### config.mk
export PLATFORM = sky130hd
export DESIGN_NAME = dbirq_ctrl
export DESIGN_NICKNAME = d
export VERILOG_FILES = /design/src/rtl/dbirq_pkg.sv /design/src/rtl/dbirq_flag_cell.sv /design/src/rtl/dbirq_line_merge.sv /design/src/rtl/dbirq_ctrl.sv
export SDC_FILE = /design/constraint.sdc
export NUM_CORES = 1
export LEC_CHECK = 0
export ABC_AREA = 1
export BUFFER_PORTS_ARGS = -buffer_cell sky130_fd_sc_hd__buf_2
export CAP_MARGIN = 10
export CORE_MARGIN = 2
export CORE_UTILIZATION = 39
export DETAILED_ROUTE_END_ITERATION = 6
export PLACE_DENSITY_LB_ADDON = 0.05
export RECOVER_POWER = 50
export SYNTH_ARGS = -nofsm -noshare
export SYNTH_HDL_FRONTEND = slang
export SYNTH_HIERARCHICAL = 1
export SYNTH_SLANG_ARGS = --single-unit
export TNS_END_PERCENT = 1
### constraint.sdc
create_clock -name clk -period 0.94 [get_ports clk]
set_input_delay 0.047 -clock clk [delete_from_list [all_inputs] [get_ports clk]]
set_output_delay 0.047 -clock clk [all_outputs]
set_load 0.02 [all_outputs]
### src/rtl/dbirq_pkg.sv
package dbirq_pkg;
    localparam int REG_W     = 32;
    localparam int NUM_EVT   = 10;
    localparam int NUM_LINES = 3;

    // pending-bit position for event n
    function automatic int stat_pos(input int n);
        return (n < 2) ? n : n + 14;
    endfunction

    // enable-bit position for event n
    function automatic int en_pos(input int n);
        return (n < 2) ? n + 8 : n + 22;
    endfunction

    // line that event n drives: 0 fault, 1 completion group, 2 half group
    function automatic int line_of(input int n);
        if (n == 1) return 0;
        if ((n % 2) == 0) return 1;
        return 2;
    endfunction
endpackage

### src/rtl/dbirq_flag_cell.sv
module dbirq_flag_cell (
    input  logic clk,
    input  logic rst_n,
    input  logic wr_en,
    input  logic wr_stat,
    input  logic wr_ena,
    input  logic evt,
    output logic stat_q,
    output logic ena_q,
    output logic req
);
    logic stat_d;
    logic ena_d;

    always_comb begin
        stat_d = stat_q;
        ena_d  = ena_q;
        if (wr_en) begin
            stat_d = stat_q & wr_stat;
            ena_d  = wr_ena;
        end
        stat_d = stat_d | evt;
    end

    always_ff @(posedge clk or negedge rst_n) begin
        if (!rst_n) begin
            stat_q <= 1'b0;
            ena_q  <= 1'b0;
        end else begin
            stat_q <= stat_d;
            ena_q  <= ena_d;
        end
    end

    assign req = stat_q & ena_q;
endmodule

### src/rtl/dbirq_line_merge.sv
module dbirq_line_merge
    import dbirq_pkg::*;
#(
    parameter int N_EVT   = NUM_EVT,
    parameter int N_LINES = NUM_LINES
) (
    input  logic               clk,
    input  logic               rst_n,
    input  logic [N_EVT-1:0]   req,
    output logic [N_LINES-1:0] irq_q
);
    function automatic logic [N_EVT-1:0] line_mask(input int l);
        logic [N_EVT-1:0] m;
        m = '0;
        for (int n = 0; n < N_EVT; n++) begin
            if (line_of(n) == l) m[n] = 1'b1;
        end
        return m;
    endfunction

    logic [N_LINES-1:0] line_d;

    for (genvar l = 0; l < N_LINES; l++) begin : g_line
        localparam logic [N_EVT-1:0] MASK = line_mask(l);
        assign line_d[l] = |(req & MASK);
    end

    always_ff @(posedge clk or negedge rst_n) begin
        if (!rst_n) irq_q <= '0;
        else        irq_q <= line_d;
    end
endmodule

### src/rtl/dbirq_ctrl.sv
module dbirq_ctrl
    import dbirq_pkg::*;
#(
    parameter int DATA_W  = REG_W,
    parameter int N_EVT   = NUM_EVT,
    parameter int N_LINES = NUM_LINES
) (
    input  logic               clk,
    input  logic               rst_n,
    input  logic               wr_en,
    input  logic [DATA_W-1:0]  wr_data,
    output logic [DATA_W-1:0]  rd_data,
    input  logic [N_EVT-1:0]   evt_i,
    output logic [N_LINES-1:0] irq_o
);
    function automatic logic [DATA_W-1:0] used_mask();
        logic [DATA_W-1:0] m;
        m = '0;
        for (int n = 0; n < N_EVT; n++) begin
            m[stat_pos(n)] = 1'b1;
            m[en_pos(n)]   = 1'b1;
        end
        return m;
    endfunction

    localparam logic [DATA_W-1:0] USED = used_mask();

    logic [N_EVT-1:0] stat_q;
    logic [N_EVT-1:0] ena_q;
    logic [N_EVT-1:0] req;
    logic             unused_wr;

    assign unused_wr = ^(wr_data & ~USED);

    for (genvar n = 0; n < N_EVT; n++) begin : g_evt
        localparam int SP = stat_pos(n);
        localparam int EP = en_pos(n);

        dbirq_flag_cell u_cell (
            .clk     (clk),
            .rst_n   (rst_n),
            .wr_en   (wr_en),
            .wr_stat (wr_data[SP]),
            .wr_ena  (wr_data[EP]),
            .evt     (evt_i[n]),
            .stat_q  (stat_q[n]),
            .ena_q   (ena_q[n]),
            .req     (req[n])
        );

        // a pulse is latched at the next edge
        assert_evt_latch_R2: assert property (@(posedge clk) disable iff (!rst_n)
            evt_i[n] |=> rd_data[SP]);

        // a clear never beats a simultaneous event
        assert_evt_wins_R4: assert property (@(posedge clk) disable iff (!rst_n)
            (wr_en && !wr_data[SP] && evt_i[n]) |=> rd_data[SP]);

        // a write-0 with no event clears
        assert_clear_R3: assert property (@(posedge clk) disable iff (!rst_n)
            (wr_en && !wr_data[SP] && !evt_i[n]) |=> !rd_data[SP]);

        // enable follows the written value
        assert_ena_write_R5: assert property (@(posedge clk) disable iff (!rst_n)
            wr_en |=> (rd_data[EP] == $past(wr_data[EP])));
    end

    always_comb begin
        rd_data = '0;
        for (int n = 0; n < N_EVT; n++) begin
            rd_data[stat_pos(n)] = stat_q[n];
            rd_data[en_pos(n)]   = ena_q[n];
        end
    end

    dbirq_line_merge #(
        .N_EVT   (N_EVT),
        .N_LINES (N_LINES)
    ) u_merge (
        .clk   (clk),
        .rst_n (rst_n),
        .req   (req),
        .irq_q (irq_o)
    );

    // reserved bits read as zero
    assert_reserved_zero_R10: assert property (@(posedge clk) disable iff (!rst_n)
        (rd_data & ~USED) == '0);

    // fault line follows bits 1 and 9 one cycle later
    assert_line0_R6: assert property (@(posedge clk) disable iff (!rst_n)
        irq_o[0] == $past(rd_data[1] & rd_data[9]));

    // completion line
    assert_line1_R7: assert property (@(posedge clk) disable iff (!rst_n)
        irq_o[1] == $past((rd_data[0] & rd_data[8]) | (rd_data[16] & rd_data[24]) |
                          (rd_data[18] & rd_data[26]) | (rd_data[20] & rd_data[28]) |
                          (rd_data[22] & rd_data[30])));

    // half-buffer line
    assert_line2_R8: assert property (@(posedge clk) disable iff (!rst_n)
        irq_o[2] == $past((rd_data[17] & rd_data[25]) | (rd_data[19] & rd_data[27]) |
                          (rd_data[21] & rd_data[29]) | (rd_data[23] & rd_data[31])));
endmodule

==> qor.yml <==
timing:
  fmax_mhz: 1080
  fin_crit_ns: 0.930
  tightest_slew_ns: 0.561
  finalHoldViolCount: 0
  skew_ns: 0.00134
  rsz0062_at_grt: "true"
  setup_viol: 0
  finalMaxSlewViolations: 0
  hold_slack_ns: 0.0128
  slew_headroom_pct: 62.6
  min_period_over_period_pct: 98.9
floorplan:
  pin_count: 80
  die_height_microns: 56.7
  initial_core_util_pct: 40.0
  dieArea_sq_um: 3220
  core_area_sq_um: 2710
  die_x_microns: 56.7
  num_rows: 19
logic_synthesis:
  synth_cell_type_count: 8
  synthSimpleGateAreaFrac_pct: 19.5
  synth_xor_area_share_pct: 0
  synth_top_family_by_area: "buffers and inverters"
  synthTopCellsByArea: "dfrtp_1, nand2_1, inv_1"
  yosys.area.top_type: "dfrtp_1"
  synth-seq-area-share_pct: 53.1
  synth_area_per_cell_sq_um: 7.59
  syn_inst: 143
  syn_area_sq_um: 1080
  ys_warn_count: 6
  synth_compound_area_share_pct: 4.61
  synth_adder_area_share_pct: 0
  synth_seq_cells: 23
  synth_top_area_share_pct: 53.1
  synthMuxAreaShare_pct: 0
pwr:
  power.density_nw_per_um2: 1250
  leakagePower_nw: 1.05
  irDropWorstVdd_mv: 1.08
finish:
  regArea_sq_um: 576
  fillerInstances: 244
  fin_cells: 263
  drive_above_1_share_pct: 26.3
  nets: 278
  multi_input_area_sq_um: 307
  antennaDiodeCount: 0
  areaGrowthSynthToFinish_pct: 59.4
min_path:
  hold_path_class: "input port to flip-flop"
place:
  place_congestion: 0.771
  dp_cells: 229
  io_buffers: 55
  hpwl_microns: 1490
job:
  maxCapViolCount: 0
setup_path:
  crit_required_ns: 0.89
  end_kind: "output pin"
  worstPathMaxFanout: 3
  crit_buf_inv: 1
  crit_path_cell_trace: "buf_6"
  cp.arrival_ns: 0.88
  critical_path.top_delay_family: "flip-flops"
  ff2ff_setup_slack_ns: 0.06
  criticalPathCategory: "flip-flop to output pin"
  worstSetupStartpointType: "flip-flop"
  cpPeakStageDelay_ns: 0.44
  crit_slowest_cell: "dfrtp_1"
clocking:
  insertion_delay_ns: 0.30
  cts_tree: "done"
  cts.htree.levels: 1
  clockBufferDepth: 2
  clkSinkCount: 23
  cts-root-buf: "clkbuf_4"
  clk_pin_slew_worst_paths_ns: 0.11
  cts-buffers-inserted: 3
grt:
  grt_pass1_vias: 981
  overflow: 0
  grt_usage_pct: 15.8
  grt_max_degree: 31
  grt_first_pass_wirelength_microns: 4020
  antenna_found_initial: 0
drt:
  finalWirelength_microns: 2340
  firstDrtPassIters: 3
  drtAntennaViolNets: 0
  vias: 1034
  vias_per_cell: 3.93
  drtIter0Drc: 18
  wl_per_cell_microns: 8.89
  drc: 0
outcome:
  status: "complete, no violations"
stage by stage:
stage / util (%) / cell area, sq um / setup WS [ns] / TNS [ns] / total power, mW
after CTS: 62.4 / 1690 / -0.00921 / -0.0597 / 2.17
final: 63.8 / 1730 / 0.00996 / 0 / 2.16
after floorplan: - / 1130 / 0.0987 / 0 / 1.45
after detailed placement: 50.6 / 1370 / 0.164 / 0 / 1.63
after global routing: 63.8 / 1730 / -0.0441 / -0.668 / 2.33
after global placement: 50.6 / 1370 / 0.173 / 0 / 1.62
cell usage after synthesis:
cell type,instances
o21ai_1,10
dfrtp_1,23
nand3_1,1
nor2_1,4
inv_1,41
buf_4,12
nand2_1,51
conb_1,1
placed cells by master, fill, tap and decap left out:
master         instances
buf_12                 1
buf_2                 48
buf_4                  2
buf_6                  6
clkbuf_1               1
clkbuf_2               1
clkbuf_4               3
conb_1                12
dfrtp_1               23
dlygate4sd3_1         28
inv_1                 41
nand2_1               51
nand3_1                1
nor2_1                 4
o21ai_0                5
o21ai_1                5
where the power goes:
part / switching [mW] / internal, mW
combinational: 0.327 / 0.279
sequential: 0.0563 / 1.07
clock: 0.266 / 0.165
total: 0.649 / 1.51
worst min-delay path, stage by stage:
cell,delay (ns)
buf_2,0.07
inv_1,0.03
nand2_1,0.05
nand2_1,0.04
nand2_1,0.04
cells by family (layout without fill, tap and decap cells):
family,after synthesis,in the layout
compound gates,10,10
flops,23,23
other cells,1,12
buf+inv,53,131
simple gates,56,56
metal layers:
layer	global-route usage, %	share of wire [%]	vias up	wire length [microns]
li1	-	-	554	-
met1	17.8	41	440	949
met2	29.6	52	38	1220
met3	4.61	6.5	2	151
met4	2.99	0.68	0	16
met5	0	0	-	0
worst paths after layout:
kind	start	depth (start not counted)	endpoint
setup / recovery	g_evt[9].u_cell/ena_q	1	rd_data[31]
min in group asynchronous	rst_n	2	u_merge/irq_q[2]
setup reg to reg	g_evt[6].u_cell/stat_q	5	u_merge/irq_q[1]
hold reg to reg	g_evt[1].u_cell/stat_q	2	u_merge/irq_q[0]
max in group asynchronous	rst_n	2	g_evt[6].u_cell/ena_q
hold / removal	wr_data[1]	5	g_evt[1].u_cell/stat_q
timing repair:
item / 4_1_cts / 5_1_grt
resized for setup: 2 / 10
setup buffers: 1 / 1
hold endpoints to repair: 43 / 0
hold buffers: 28 / 0
endpoints found under the setup margin: 15 / 21
layout make-up:
| type | instances | area share, % |
|---|---|---|
| multi-input combinational | 78 | 17.7 |
| clock buffer | 4 | 1.52 |
| inverter | 41 | 8.90 |
| timing repair buffer | 86 | 36.3 |
| tap | 31 | 2.24 |
| sequential | 23 | 33.3 |
registers in the layout, summed over array words and instances (netlist names):
name                 cells
g_evt.u_cell/stat_q     10
u_merge/irq_q            3
g_evt.u_cell/ena_q      10
Note: power is estimated with default switching activity, not from simulation.
